===== config.mk =====
export PLATFORM = sky130hd
export DESIGN_NAME = pcm_serial_rx
export DESIGN_NICKNAME = d
export VERILOG_FILES = /design/src/rtl/pcm_rx_pkg.sv /design/src/rtl/pcm_rx_frame_edge.sv /design/src/rtl/pcm_rx_slot_fsm.sv /design/src/rtl/pcm_rx_out_stage.sv /design/src/rtl/pcm_serial_rx.sv
export SDC_FILE = /design/constraint.sdc
export NUM_CORES = 1
export LEC_CHECK = 0
export ABC_AREA = 0
export BUFFER_PORTS_ARGS = -buffer_cell sky130_fd_sc_hd__buf_2
export CORE_UTILIZATION = 55
export CTS_CLUSTER_DIAMETER = 200
export CTS_CLUSTER_SIZE = 12
export DETAILED_ROUTE_END_ITERATION = 16
export GPL_ROUTABILITY_DRIVEN = 0
export GPL_TIMING_DRIVEN = 0
export HOLD_SLACK_MARGIN = 0.08
export PLACE_DENSITY = 0.76
export SLEW_MARGIN = 20
export SYNTH_ARGS = -nofsm -noshare
export SYNTH_HDL_FRONTEND = slang
export SYNTH_SLANG_ARGS = --single-unit

===== constraint.sdc =====
create_clock -name bclk -period 4.2 [get_ports bclk]
set_input_delay 0.21 -clock bclk [delete_from_list [all_inputs] [get_ports bclk]]
set_output_delay 0.21 -clock bclk [all_outputs]
set_load 0.005 [all_outputs]

===== src/rtl/pcm_rx_pkg.sv =====
package pcm_rx_pkg;

    typedef enum logic [1:0] {
        FMT_I2S = 2'b00,
        FMT_RJ  = 2'b01,
        FMT_DSP = 2'b10,
        FMT_LJ  = 2'b11
    } rx_fmt_e;

    typedef enum logic [2:0] {
        ST_ARM,
        ST_WAIT,
        ST_DELAY,
        ST_SHIFT,
        ST_RJ_FILL
    } rx_state_e;

    // Word length in bits for a length code; code 3 falls back to full width.
    function automatic int unsigned word_len(input logic [1:0] code,
                                             input int unsigned full);
        int unsigned len;
        if (code == 2'b11) len = full;
        else               len = full - 4 * int'(code);
        return len;
    endfunction

endpackage


===== src/rtl/pcm_rx_frame_edge.sv =====
module pcm_rx_frame_edge (
    input  logic bclk,
    input  logic rst_n,
    input  logic frame_in,
    output logic frame_prev,
    output logic any_edge,
    output logic rise_edge
);

    always_ff @(posedge bclk) begin
        if (!rst_n) frame_prev <= 1'b0;
        else        frame_prev <= frame_in;
    end

    always_comb begin
        any_edge  = frame_in ^ frame_prev;
        rise_edge = frame_in & ~frame_prev;
    end

endmodule


===== src/rtl/pcm_rx_slot_fsm.sv =====
module pcm_rx_slot_fsm
    import pcm_rx_pkg::*;
#(
    parameter int SAMPLE_W = 24,
    localparam int CNT_W   = $clog2(SAMPLE_W + 1)
) (
    input  logic                bclk,
    input  logic                rst_n,
    input  rx_fmt_e             fmt,
    input  logic [1:0]          len_code,
    input  logic                frame_in,
    input  logic                frame_prev,
    input  logic                any_edge,
    input  logic                rise_edge,
    input  logic                data_in,
    output logic                emit,
    output logic [SAMPLE_W-1:0] emit_data,
    output logic                emit_right
);

    rx_state_e           st_q, st_n;
    logic [CNT_W-1:0]    cnt_q, cnt_n;
    logic [SAMPLE_W-1:0] sh_q, sh_n;
    logic [SAMPLE_W-1:0] hist_q, hist_n;
    logic                ch_q, ch_n;
    logic [CNT_W-1:0]    n_bits;
    logic [CNT_W-1:0]    cnt_inc;
    logic                slot_start;
    logic [SAMPLE_W-1:0] raw_word;

    assign n_bits     = CNT_W'(word_len(len_code, SAMPLE_W));
    assign cnt_inc    = cnt_q + CNT_W'(1);
    assign slot_start = (fmt == FMT_DSP) ? rise_edge : any_edge;

    // State register
    always_ff @(posedge bclk) begin
        if (!rst_n) begin
            st_q   <= ST_ARM;
            cnt_q  <= '0;
            sh_q   <= '0;
            hist_q <= '0;
            ch_q   <= 1'b0;
        end else begin
            st_q   <= st_n;
            cnt_q  <= cnt_n;
            sh_q   <= sh_n;
            hist_q <= hist_n;
            ch_q   <= ch_n;
        end
    end

    // Next state and word outputs
    always_comb begin
        st_n       = st_q;
        cnt_n      = cnt_q;
        sh_n       = sh_q;
        ch_n       = ch_q;
        hist_n     = {hist_q[SAMPLE_W-2:0], data_in};
        emit       = 1'b0;
        emit_right = ch_q;
        raw_word   = '0;
        unique case (st_q)
            ST_ARM: st_n = ST_WAIT;
            ST_WAIT, ST_DELAY, ST_SHIFT, ST_RJ_FILL: begin
                if (slot_start) begin
                    unique case (fmt)
                        FMT_RJ: begin
                            if (st_q == ST_RJ_FILL) begin
                                emit       = 1'b1;
                                raw_word   = hist_q;
                                emit_right = ~frame_prev;
                            end
                            st_n = ST_RJ_FILL;
                        end
                        FMT_LJ: begin
                            sh_n  = {{(SAMPLE_W-1){1'b0}}, data_in};
                            cnt_n = CNT_W'(1);
                            ch_n  = ~frame_in;
                            st_n  = ST_SHIFT;
                        end
                        FMT_I2S: begin
                            ch_n = frame_in;
                            st_n = ST_DELAY;
                        end
                        FMT_DSP: begin
                            ch_n = 1'b0;
                            st_n = ST_DELAY;
                        end
                    endcase
                end else if (st_q == ST_DELAY) begin
                    sh_n  = {{(SAMPLE_W-1){1'b0}}, data_in};
                    cnt_n = CNT_W'(1);
                    st_n  = ST_SHIFT;
                end else if (st_q == ST_SHIFT) begin
                    sh_n  = {sh_q[SAMPLE_W-2:0], data_in};
                    cnt_n = cnt_inc;
                    if (cnt_inc == n_bits) begin
                        emit       = 1'b1;
                        raw_word   = sh_n;
                        emit_right = ch_q;
                        if (fmt == FMT_DSP && !ch_q) begin
                            ch_n  = 1'b1;
                            cnt_n = '0;
                        end else begin
                            st_n = ST_WAIT;
                        end
                    end
                end
            end
            default: st_n = ST_WAIT;
        endcase
        emit_data = raw_word << (CNT_W'(SAMPLE_W) - n_bits);
    end

    // nothing leaves the block in the arming cycle
    p_arm_quiet_r1: assert property (@(posedge bclk) disable iff (!rst_n)
        (st_q == ST_ARM) |-> !emit);

    // right-justified words only ever leave on a frame clock change
    p_rj_on_edge_r5: assert property (@(posedge bclk) disable iff (!rst_n)
        (emit && fmt == FMT_RJ) |-> any_edge);

    // after the left word in pulse mode, the right word is collected next
    p_dsp_order_r6: assert property (@(posedge bclk) disable iff (!rst_n)
        (emit && fmt == FMT_DSP && !emit_right && !rise_edge)
            |=> (st_q == ST_SHIFT && ch_q));

    // the bit count never passes the selected word length
    p_count_bound_r8: assert property (@(posedge bclk) disable iff (!rst_n)
        (st_q == ST_SHIFT) |-> (cnt_q <= n_bits));

endmodule


===== src/rtl/pcm_rx_out_stage.sv =====
module pcm_rx_out_stage #(
    parameter int SAMPLE_W = 24
) (
    input  logic                bclk,
    input  logic                rst_n,
    input  logic                load,
    input  logic [SAMPLE_W-1:0] load_data,
    input  logic                load_right,
    input  logic                out_ready,
    output logic                out_valid,
    output logic [SAMPLE_W-1:0] out_data,
    output logic                out_right
);

    always_ff @(posedge bclk) begin
        if (!rst_n) begin
            out_valid <= 1'b0;
            out_data  <= '0;
            out_right <= 1'b0;
        end else if (load) begin
            out_valid <= 1'b1;
            out_data  <= load_data;
            out_right <= load_right;
        end else if (out_ready) begin
            out_valid <= 1'b0;
        end
    end

    // a pending sample stays put until it is taken
    p_hold_r9: assert property (@(posedge bclk) disable iff (!rst_n)
        (out_valid && !out_ready && !load)
            |=> (out_valid && $stable(out_data) && $stable(out_right)));

    // an accepted sample is gone on the next edge if nothing replaces it
    p_release_r9: assert property (@(posedge bclk) disable iff (!rst_n)
        (out_valid && out_ready && !load) |=> !out_valid);

    // a new word always leaves a sample pending
    p_load_pending_r10: assert property (@(posedge bclk) disable iff (!rst_n)
        load |=> out_valid);

endmodule


===== src/rtl/pcm_serial_rx.sv =====
module pcm_serial_rx
    import pcm_rx_pkg::*;
#(
    parameter int SAMPLE_W  = 24,
    parameter int CTRL_W    = 16,
    parameter int FMT_LSB   = 4,
    parameter int LEN_LSB   = 8
) (
    input  logic                bclk,
    input  logic                rst_n,
    input  logic                frame_in,
    input  logic                data_in,
    input  logic [CTRL_W-1:0]   ctrl_word,
    input  logic                out_ready,
    output logic                out_valid,
    output logic [SAMPLE_W-1:0] out_data,
    output logic                out_right
);

    rx_fmt_e             fmt;
    logic [1:0]          len_code;
    logic                frame_prev;
    logic                any_edge;
    logic                rise_edge;
    logic                emit;
    logic [SAMPLE_W-1:0] emit_data;
    logic                emit_right;
    logic                ctrl_unused;

    assign fmt         = rx_fmt_e'(ctrl_word[FMT_LSB +: 2]);
    assign len_code    = ctrl_word[LEN_LSB +: 2];
    assign ctrl_unused = ^ctrl_word;

    pcm_rx_frame_edge u_edge (
        .bclk       (bclk),
        .rst_n      (rst_n),
        .frame_in   (frame_in),
        .frame_prev (frame_prev),
        .any_edge   (any_edge),
        .rise_edge  (rise_edge)
    );

    pcm_rx_slot_fsm #(.SAMPLE_W(SAMPLE_W)) u_fsm (
        .bclk       (bclk),
        .rst_n      (rst_n),
        .fmt        (fmt),
        .len_code   (len_code),
        .frame_in   (frame_in),
        .frame_prev (frame_prev),
        .any_edge   (any_edge),
        .rise_edge  (rise_edge),
        .data_in    (data_in),
        .emit       (emit),
        .emit_data  (emit_data),
        .emit_right (emit_right)
    );

    pcm_rx_out_stage #(.SAMPLE_W(SAMPLE_W)) u_out (
        .bclk       (bclk),
        .rst_n      (rst_n),
        .load       (emit),
        .load_data  (emit_data),
        .load_right (emit_right),
        .out_ready  (out_ready),
        .out_valid  (out_valid),
        .out_data   (out_data),
        .out_right  (out_right)
    );

    // a 16-bit word leaves with its low byte cleared
    p_low_zero_r7: assert property (@(posedge bclk) disable iff (!rst_n)
        (emit && len_code == 2'b10) |=> (out_data[7:0] == 8'h00));

endmodule


### After elaboration in Yosys (flattened, before gate mapping)

Index checks and enable logic that the tools add are counted.

| cells by class | value |
|---|---|
| add/sub/neg operators | 3 |
| $mul | 0 |
| div/mod/pow operators | 0 |
| magnitude comparators | 0 |
| equality and inequality tests | 16 |
| shift-type cells | 1 |
| mux-type cells | 45 |
| bitwise operators | 4 |
| reduce and logical (&&, ||, !) cells | 16 |

Operators with widths:

| cell | number |
|---|---|
| 24-bit two-way mux | 7 |
| 23-bit two-way mux | 4 |
| 5-bit two-way mux | 7 |
| 24-bit by 5-bit left shift with 24-bit output | 1 |
| 1-bit two-way mux | 20 |
| 3-bit two-way mux | 5 |
| 3-bit one-hot mux with 3 select lines | 1 |
| 3-bit AND reduction | 3 |
| 4-bit by 1-bit != test with 1-bit output, second input constant | 2 |
| 2-bit nonzero test | 4 |
| 2-bit equality test, second input constant | 3 |
| 3-bit by 2-bit equality test with 1-bit output, second input constant | 2 |
| 6-bit AND reduction | 1 |
| 3-bit nonzero test | 2 |
| 5-bit by 1-bit adder with 5-bit output, second input constant | 1 |
| 5-bit equality test | 1 |
| 5-bit by 4-bit subtractor with 5-bit output, first input constant | 1 |
| 5-bit subtractor, first input constant | 1 |
| 4-bit by 2-bit != test with 1-bit output, second input constant | 1 |
| 4-bit != test, second input constant | 1 |
| 4-bit OR reduction | 1 |
| 3-bit by 1-bit equality test with 1-bit output, second input constant | 1 |
| 3-bit equality test, second input constant | 1 |
| 3-bit by 1-bit != test with 1-bit output, second input constant | 1 |
| 12 further kinds | 13 |

| storage, ports and cells | value |
|---|---|
| flip-flop bits (word level) | 83 |
| bits in latches | 0 |
| memory bits (writable) | 0 |
| ROM bits | 0 |
| input port bits | 21 |
| output and inout bits | 26 |
| word-level logic and storage cells | 95 |
| memories kept | 0 |

### Logic depth before layout (Yosys ltp)

Gate-level depths: netlist of run 1.

| logic depth | value |
|---|---|
| word-level depth | 9 |
| depth in mapped cells | 12 |
| depth with buffers taken out | 9 |

### Modules after synthesis

From an unflattened synthesis of run 1, not the netlist that was laid out.

| second synthesis, totals | value |
|---|---|
| cell total of the unflattened synthesis | 458 |
| area total of the unflattened synthesis | 4096.4 um2 |

By module, submodules not included:

| module | times used | cells an instance | area an instance (um2) | seq. area each (um2) |
|---|---|---|---|---|
| pcm_rx_slot_fsm | 1 | 370 | 3050.4 | 1121.1 |
| pcm_rx_out_stage | 1 | 83 | 999.7 | 520.5 |
| pcm_rx_frame_edge | 1 | 5 | 46.3 | 20.0 |

### Worst setup path after synthesis of run 1

Ideal clock, no wire load.

| timing | value |
|---|---|
| kind | flip-flop to flip-flop |
| from | register u_fsm.cnt_q[0] |
| to | register u_out.out_data[23] |
| setup time | 0.125 ns |
| arrival time | 2.186 ns |
| slack | 1.889 ns |
| stages on the path, launching flop included | 12 |
| buffers on the path | 3 |
| period minus slack after synthesis | 2.311 ns |
| cells stage by stage | dfxtp_1 > ha_1 > or3b_1 > a21oi_1 > o211a_1 > buf_6 > nand2_2 > and3_1 > buf_2 > buf_6 > a22oi_1 > o31ai_1 |

| between the ends | value |
|---|---|
| cells in the longest elaborated chain, start to end | 8 |
| elaborated cells between the ends (all ways) | 13 |
| classes of those cells | add/sub (1); eq/ne (1); shift (1); mux (10) |

RTL lines:

| element | line | source |
|---|---|---|
| start, declared | pcm_rx_slot_fsm.sv:22 | `logic [CNT_W-1:0] cnt_q, cnt_n;` |
| start signal, assigned | pcm_rx_slot_fsm.sv:45 | `cnt_q <= cnt_n;` |
| 5-bit by 1-bit adder with 5-bit output (*) | pcm_rx_slot_fsm.sv:32 | `assign cnt_inc = cnt_q + CNT_W'(1);` |
| 5-bit equality test (*) | pcm_rx_slot_fsm.sv:97 | `if (cnt_inc == n_bits) begin` |
| 24-bit two-way mux | pcm_rx_slot_fsm.sv:97 |  |
| 24-bit two-way mux | pcm_rx_slot_fsm.sv:94 | `end else if (st_q == ST_SHIFT) begin` |
| 24-bit two-way mux | pcm_rx_slot_fsm.sv:90 | `end else if (st_q == ST_DELAY) begin` |
| 24-bit two-way mux | pcm_rx_slot_fsm.sv:65 | `if (slot_start) begin` |
| 24-bit two-way mux | pcm_rx_slot_fsm.sv:62 | `unique case (st_q)` |
| 24-bit by 5-bit left shift with 24-bit output | pcm_rx_slot_fsm.sv:112 | `emit_data = raw_word << (CNT_W'(SAMPLE_W) - n_bits);` |
| end signal, assigned | pcm_rx_out_stage.sv:22 | `out_data <= load_data;` |
| end, declared | pcm_rx_out_stage.sv:11 | `output logic [SAMPLE_W-1:0] out_data,` |

Mark *: on every way between the ends. The rest lies on a longest branch, timed or not.
A chain may end at the register's enable or synchronous reset.

### Worst setup path in the final report of run 1

| timing | value |
|---|---|
| from | register u_edge.frame_prev |
| to | register u_fsm.cnt_q[0] |

| between the ends | value |
|---|---|
| cells in the longest elaborated chain, start to end | 5 |
| elaborated cells between the ends (all ways) | 8 |
| classes of those cells | eq/ne (1); mux (2); bitwise (3); reduce/logical (2) |

RTL lines:

| element | line | source |
|---|---|---|
| start, declared | pcm_rx_frame_edge.sv:5 | `output logic frame_prev,` |
| start signal, assigned | pcm_rx_frame_edge.sv:12 | `else frame_prev <= frame_in;` |
| 1-bit NOT | pcm_rx_frame_edge.sv:17 | `rise_edge = frame_in & ~frame_prev;` |
| 1-bit AND | pcm_rx_frame_edge.sv:17 |  |
| 1-bit two-way mux (*) | pcm_rx_slot_fsm.sv:33 | `assign slot_start = (fmt == FMT_DSP) ? rise_edge : any_edge;` |
| 2-bit != test (no source line) / 3-bit nonzero test (equally long branches) | n/a |  |
| 3-bit AND reduction (no source line) | n/a |  |

Marked as above.

==> results of run 1 <==
[cells in the final DEF, fill, tap and decap left out, types with 5 or more instances in the layout]
master	instances
o21ai_0	22
a22o_1	7
a221oi_1	6
nor3_1	6
buf_6	5
buf_2	37
nand2b_1	6
and2_1	32
a21oi_1	22
nand3_1	9
and3_1	6
nor2b_1	17
a211o_1	5
mux2i_1	15
o31ai_1	6
clkbuf_1	18
clkbuf_8	9
inv_1	8
a21boi_0	17
a21o_1	6
ha_1	10
dfxtp_1	83
nand2_1	57
nor2_1	17
a22oi_1	20
[flip-flops by register name, summed over array words and instances, names as in the netlist]
| register | count |
|---|---|
| u_out.out_data | 24 |
| u_fsm.st_q | 3 |
| u_out.out_right | 1 |
| u_edge.frame_prev | 1 |
| u_fsm.ch_q | 1 |
| u_fsm.cnt_q | 5 |
| u_out.out_valid | 1 |
| u_fsm.hist_q | 24 |
| u_fsm.sh_q | 23 |
[worst paths after layout]
path	from	to	cells after the start
setup / recovery	u_edge.frame_prev	u_fsm.cnt_q[0]	10
hold / removal	frame_in	u_edge.frame_prev	2
hold reg to reg	u_out.out_data[7]	u_out.out_data[7]	2
setup reg to reg	u_edge.frame_prev	u_fsm.cnt_q[0]	10
[report_power, final]
part,internal (mW),switching [mW],total [mW],leakage (nW)
Sequential,0.794,0.00914,0.803,0.670
Combinational,0.0455,0.0850,0.130,1.02
Clock,0.397,0.296,0.693,0.121
[layer usage]
metal  vias up  wire, um  share of wire  track usage
li1       1728         -              -            -
met5         -         0              0            0
met3        46      1130           0.10       0.0622
met2       233      4500           0.42        0.430
met4         0       441          0.041        0.164
met1      1673      4720           0.44        0.416
[cell type report]
type,instances,area (um^2)
plain buffers,30,155
clock buffers,10,128
clock inverters,6,113
fillers,597,2390
inverters,8,30.0
multi-input cells,336,2180
flip-flops and latches,83,1660
well taps,96,120
repair buffers,33,165
[logic make-up after synthesis]
kind of cell               count (synthesis)  synth area share
buffers and inverters                     38            0.0460
adders and majority gates                 10            0.0311
muxes                                     18            0.0457
DFF                                       83             0.412
AOI/OAI and AO/OA                        144             0.254
xor gates and xnor gates                   4           0.00870
and+or+nand+nor                          160             0.202
==> summary.txt, run 1 <==
Global route
  • Global-route wire length before repair: 17200 um
  • Via count of the first global-routing pass: 3325
  • Total GRT Usage: 0.298
  • Pin count of the biggest net entering global routing: 15
  • GRT overflow: 0
  • Initial antenna violation count: 0

Synth
  • Syn_area_per_cell: slightly below 9 um^2
  • Ys async rst share: 0
  • Post-synthesis instance total: 457
  • Synth top cells by count: dfxtp_1, nand2_1, and2_1
  • Largest cells by area after synthesis: dfxtp_1, nand2_1, and2_1
  • Post-synthesis cell area: 4030 um^2
  • EDFF count, synth: 0
  • Ys flop type: dfxtp_1
  • Synthesized net count: 488
  • Register area share after synthesis: 0.412
  • Post-synthesis cell type count: 54
  • Cell taking the most area after synthesis: dfxtp_1
  • Synth Register Bits: 83
  • Synth top area share: 0.412
  • Yosys warnings: 0
  • Top-count cell post-synth: dfxtp_1

Critical path
  • Worst EP required: 4.47 ns
  • Crit-path cells: inv_1, ha_1, nand2b_1, nand2_1, and4b_1, clkbuf_1, buf_2, buf_1, o21ai_0, and3_1
  • Nature of the critical path endpoint: register
  • Slowest stage cell, crit path: buf_1
  • Crit path max-delay family: buffers and inverters
  • Critical path type: register to register
  • R2r setup slk: 1.50 ns
  • CP startpoint kind: register
  • CP arrival: 2.97 ns
  • Crit-path max FO: 10
  • Crit path largest cell delay: 0.44 ns
  • Buffers and inverters on the worst path: 4

Placed design
  • Dpl ws: 1.46 ns
  • Detailed placer's ending HPWL: 7810 um
  • Placed Instances: 586
  • Port Buffer Count: 33
  • Cell Area, Placed: 4310 um^2

Clock tree
  • TritonCTS clock tree: done
  • H-Tree Depth: 3
  • Clk sink count: 83
  • Maximum buffer depth of the clock tree: 2
  • Clock root buffer master: clkbuf_8
  • Number of CTS-inserted buffers: 9
  • Worst-path clk slew: roughly 0.090 ns
  • Worst-skew pair later-pin latency: 0.36 ns
  • CTS resizes: 0
  • CTS Hold Bufs: 0
  • Setup bufs post-CTS: 0

Timing
  • Final Critical Period: 2.70 ns
  • Final critical-path share of the clock period: 0.643
  • Max Transition Viols Final: 0
  • Fmax: around 370 MHz
  • Fin. Hold Viols: 0
  • Clock Skews: ~0.0096 ns
  • Final WS setup: 1.50 ns
  • Tightest hold margin: 0.103 ns
  • Final Setup Violations: 0
  • RSZ-0062 raised after global routing: false
  • Worst slew pin tran: 0.782 ns
  • Slew HR: 0.479
  • Final setup TNS: 0 ns

Run
  • MaxCap Viol Count: 0

Finish
  • Antenna diode count: 0
  • Post-Layout Cell Count: 602
  • Fin util: 0.656
  • Nets: 532
  • Share of layout cells above drive strength 1: 0.130
  • Design area: 4550 um^2
  • Synthesis-to-layout area growth: 13.0%

Die
  • Die Area: about 7700 um^2
  • DIE HEIGHT: a little under 90 um
  • Die Wd: 87.6 um
  • Num rows: 30
  • Core area: slightly below 7000 um^2
  • Ports: 47
  • Initial core utilization: 0.580

Drt
  • DRC: 0
  • Via count: 3680
  • DR iter-0 viols: between 500 and 600
  • Routed WL per cell: between 15 and 20 um
  • DRT Pass-1 Iters: 7
  • Routed wire length: 10800 um
  • Vias per cell: 6.11
  • Routed Antenna Nets: 0

Min path
  • Min-delay worst type: input port to register

Power and ir drop
  • Pleak: between 1.5 and 2 nW
  • Pwr dens: between 300 and 400 nW/um^2
  • Power Total: 1.63 mW
  • VDD IR max: 218 uV

Run status
  • Status: finished, final reports clean
No activity file was read; power rests on OpenSTA's default activity.
==> run 2, diff against run 1 <==
--- a/config.mk
+++ b/config.mk
@@ -5,7 +5,7 @@
 export SDC_FILE = /design/constraint.sdc
 export NUM_CORES = 1
 export LEC_CHECK = 0
-export ABC_AREA = 0
+export ABC_AREA = 1
 export BUFFER_PORTS_ARGS = -buffer_cell sky130_fd_sc_hd__buf_2
 export CORE_UTILIZATION = 55
 export CTS_CLUSTER_DIAMETER = 200
==> constraint.sdc (replaced) <==
create_clock -name bclk -period 2.63 [get_ports bclk]
set_input_delay 0.1315 -clock bclk [delete_from_list [all_inputs] [get_ports bclk]]
set_output_delay 0.1315 -clock bclk [all_outputs]
set_load 0.005 [all_outputs]
==> summary.txt, run 2 <==
Drt
  • DRC: 0 (unchanged)
  • Via count: 4232 (was 3680)
  • Routed WL per cell: 13.8 um (was 17.9 um)
  • DR iter-0 viols: 413 (was 502)
  • DRT Pass-1 Iters: 5 (was 7)
  • Routed wire length: 10700 um (was 10800 um)
  • Routed Antenna Nets: 0 (unchanged)
  • Vias per cell: 5.45 (was 6.11)

Critical path
  • CP startpoint kind: input port (was register)
  • Worst setup path startpoint: frame_in (was u_edge.frame_prev)
  • Worst EP required: 2.93 ns (was 4.47 ns)
  • Crit-path max FO: 10 (unchanged)
  • Nature of the critical path endpoint: register (unchanged)
  • CP arrival: 2.64 ns (was 2.97 ns)
  • Reg2reg start: u_edge.frame_prev (unchanged)
  • Critical path type: input port to register (was register to register)

Clock tree
  • Maximum buffer depth of the clock tree: 2 (unchanged)
  • Worst-path clk slew: 0.09 ns (about the same)
  • Clock root buffer master: clkbuf_8 (unchanged)
  • Number of CTS-inserted buffers: 9 (unchanged)
  • Clk sink count: 83 (unchanged)
  • Worst-skew pair later-pin latency: 0.37 ns (was 0.36 ns)
  • TritonCTS clock tree: done (unchanged)
  • H-Tree Depth: 3 (unchanged)
  • Setup bufs post-CTS: 0 (unchanged)
  • CTS Hold Bufs: 3 (was 0)
  • CTS resizes: 0 (unchanged)

Global route
  • Total GRT Usage: 0.278 (was 0.298)
  • Initial antenna violation count: 0 (unchanged)
  • Global-route wire length before repair: 17700 um (was 17200 um)
  • Pin count of the biggest net entering global routing: 18 (was 15)
  • GRT overflow: 0 (unchanged)
  • Via count of the first global-routing pass: 3775 (was 3325)

Timing
  • Max Transition Viols Final: 0 (unchanged)
  • Fin. Hold Viols: 0 (unchanged)
  • Final Setup Violations: 0 (unchanged)
  • Worst slew pin tran: 0.634 ns (was 0.782 ns)
  • Final critical-path share of the clock period: 0.888
  • Final setup TNS: 0 ns (unchanged)
  • Slew HR: 0.578 (was 0.479)
  • Final Critical Period: 2.34 ns
  • Clock Skews: 0.0123 ns (was 0.00964 ns)
  • Fmax: 428 MHz
  • RSZ-0062 raised after global routing: false (unchanged)

Synth
  • Register area share after synthesis: 0.392 (was 0.412)
  • Yosys warnings: 0 (unchanged)
  • Syn_area_per_cell: 6.77 um^2 (was 8.82 um^2)
  • Synthesized net count: 657 (was 488)
  • EDFF count, synth: 0 (unchanged)
  • Largest cells by area after synthesis: dfxtp_1, nand2_1, nand3_1 (was dfxtp_1, nand2_1, and2_1)
  • Ys flop type: dfxtp_1 (unchanged)
  • Post-synthesis instance total: 626 (was 457)
  • Post-synthesis cell type count: 32 (was 54)
  • Post-synthesis cell area: 4240 um^2 (was 4030 um^2)
  • Synth top area share: 0.392 (was 0.412)
  • Ys async rst share: 0 (unchanged)
  • Cell taking the most area after synthesis: dfxtp_1 (unchanged)
  • Synth Register Bits: 83 (unchanged)
  • Top-count cell post-synth: nand2_1 (was dfxtp_1)
  • Synth top cells by count: nand2_1, dfxtp_1, inv_1 (was dfxtp_1, nand2_1, and2_1)

Finish
  • Sequential cell area: 1660 um^2 (unchanged)
  • Share of layout cells above drive strength 1: 0.130 (about the same)
  • Biggest regs: u_fsm.hist_q (24), u_out.out_data (24), u_fsm.sh_q (23) (unchanged)
  • Leading cell types in the layout, fill and taps excluded: nand2_1, dfxtp_1, inv_1 (was dfxtp_1, nand2_1, buf_2)
  • Synthesis-to-layout area growth: 12.0% (was 13.0%)
  • Design area: 4740 um^2 (was 4550 um^2)
  • Antenna diode count: 0 (unchanged)
  • Nets: 704 (was 532)
  • Post-Layout Cell Count: 777 (was 602)
  • Multi-input logic area: 2070 um^2 (was 2180 um^2)
  • Fill cells: 688 (was 597)
  • Commonest non-fill, non-tap cell in the layout: nand2_1 (was dfxtp_1)

Run status
  • Status: finished, final reports clean (unchanged)

Die
  • Ports: 47 (unchanged)
  • Die Wd: 89.8 um (was 87.6 um)
  • Core area: 7330 um^2 (was 6940 um^2)
  • Initial core utilization: 0.578 (was 0.580)
  • Num rows: 31 (was 30)
  • DIE HEIGHT: 89.8 um (was 87.6 um)
  • Die Area: 8060 um^2 (was 7670 um^2)

Power and ir drop
  • Pleak: 2.25 nW (was 1.81 nW)
  • Pwr dens: 537 nW/um^2 (was 357 nW/um^2)
  • Power Total: 2.55 mW (was 1.63 mW)
  • VDD IR max: 377 uV (was 218 uV)

Placed design
  • Placed Instances: 758 (was 586)
  • Cell Area, Placed: 4520 um^2 (was 4310 um^2)
  • Port Buffer Count: 33 (unchanged)
  • Detailed placer's ending HPWL: 7960 um (was 7810 um)

Min path
  • HP Start: rst_n (was frame_in)
  • Min-delay worst type: input port to register (unchanged)

Run
  • MaxCap Viol Count: 0 (unchanged)
==> run 2: changes by cell type after synthesis, moves of 7 or more <==
cell | previous run | this run
nand2_1 | 57 | 173
inv_1 | 8 | 76
nand3_1 | 9 | 67
nor2_1 | 17 | 52
and2_1 | 32 | 0
nand4_1 | 1 | 32
a21boi_0 | 17 | 0
nor2b_1 | 17 | 0
mux2i_1 | 15 | 0
o21ai_0 | 22 | 8
a21oi_1 | 22 | 35
buf_4 | 0 | 9
a22o_1 | 7 | 0
==> run 2: cell families after synthesis <==
logic type,synth area share
adder cells (fa/ha/maj),0.0295
AND/OR/NAND/NOR,0.359
flip-flops,0.392
buffers and inverters,0.119
AO/OA/AOI/OAI,0.100
==> run 2: stage by stage <==
step | hold slack (ns) | util | setup slack [ns]
floorplan | 0.225 | - | 0.791
global placement | 0.362 | 0.617 | 0.472
detailed placement | 0.371 | 0.617 | 0.433
CTS | 0.166 | 0.647 | 0.350
global route | 0.237 | 0.647 | 0.154
finish | 0.184 | 0.647 | 0.294
==> run 2: worst paths after layout <==
| check | to | slack (ns) | depth (start not counted) |
|---|---|---|---|
| setup / recovery | u_out.out_data[11] | 0.29 | 14 |
| hold / removal | u_fsm.ch_q | 0.18 | 3 |
| setup reg to reg | u_out.out_data[11] | 0.40 | 13 |
| hold reg to reg | u_fsm.hist_q[17] | 0.43 | 2 |
==> run 2: routing by layer <==
metal	up-vias	global-route usage	wire, um
li1	2118	-	-
met1	1907	0.367	4830
met2	181	0.442	4780
met3	26	0.0533	793
met4	0	0.120	284
met5	-	0	0
==> run 2: report_power, final <==
| group | total, mW | internal, mW | switching, mW |
|---|---|---|---|
| clock network | 0.898 | 0.369 | 0.529 |
| registers | 1.31 | 1.29 | 0.0225 |
| logic | 0.340 | 0.108 | 0.231 |
==> run 2: layout make-up <==
class | count | area share
Multi-Input combinational cell | 423 | 0.436
Timing Repair Buffer | 36 | 0.0411
Clock inverter | 7 | 0.0140
Clock buffer | 9 | 0.0261
Inverter | 81 | 0.0643
Buffer | 39 | 0.0419
Tap cell | 99 | 0.0261
Sequential cell | 83 | 0.350
==> run 2: critical path: stages <==
cell           delay (ns)
dlygate4sd3_1        0.53
buf_2                0.15
ha_1                 0.29
or2_1                0.25
nand2_2              0.12
nand2_2              0.09
nor2_4               0.20
buf_4                0.21
nand2_1              0.11
nand2_1              0.13
nand2_1              0.06
nand2_1              0.08
nand3_1              0.13
a21oi_1              0.15
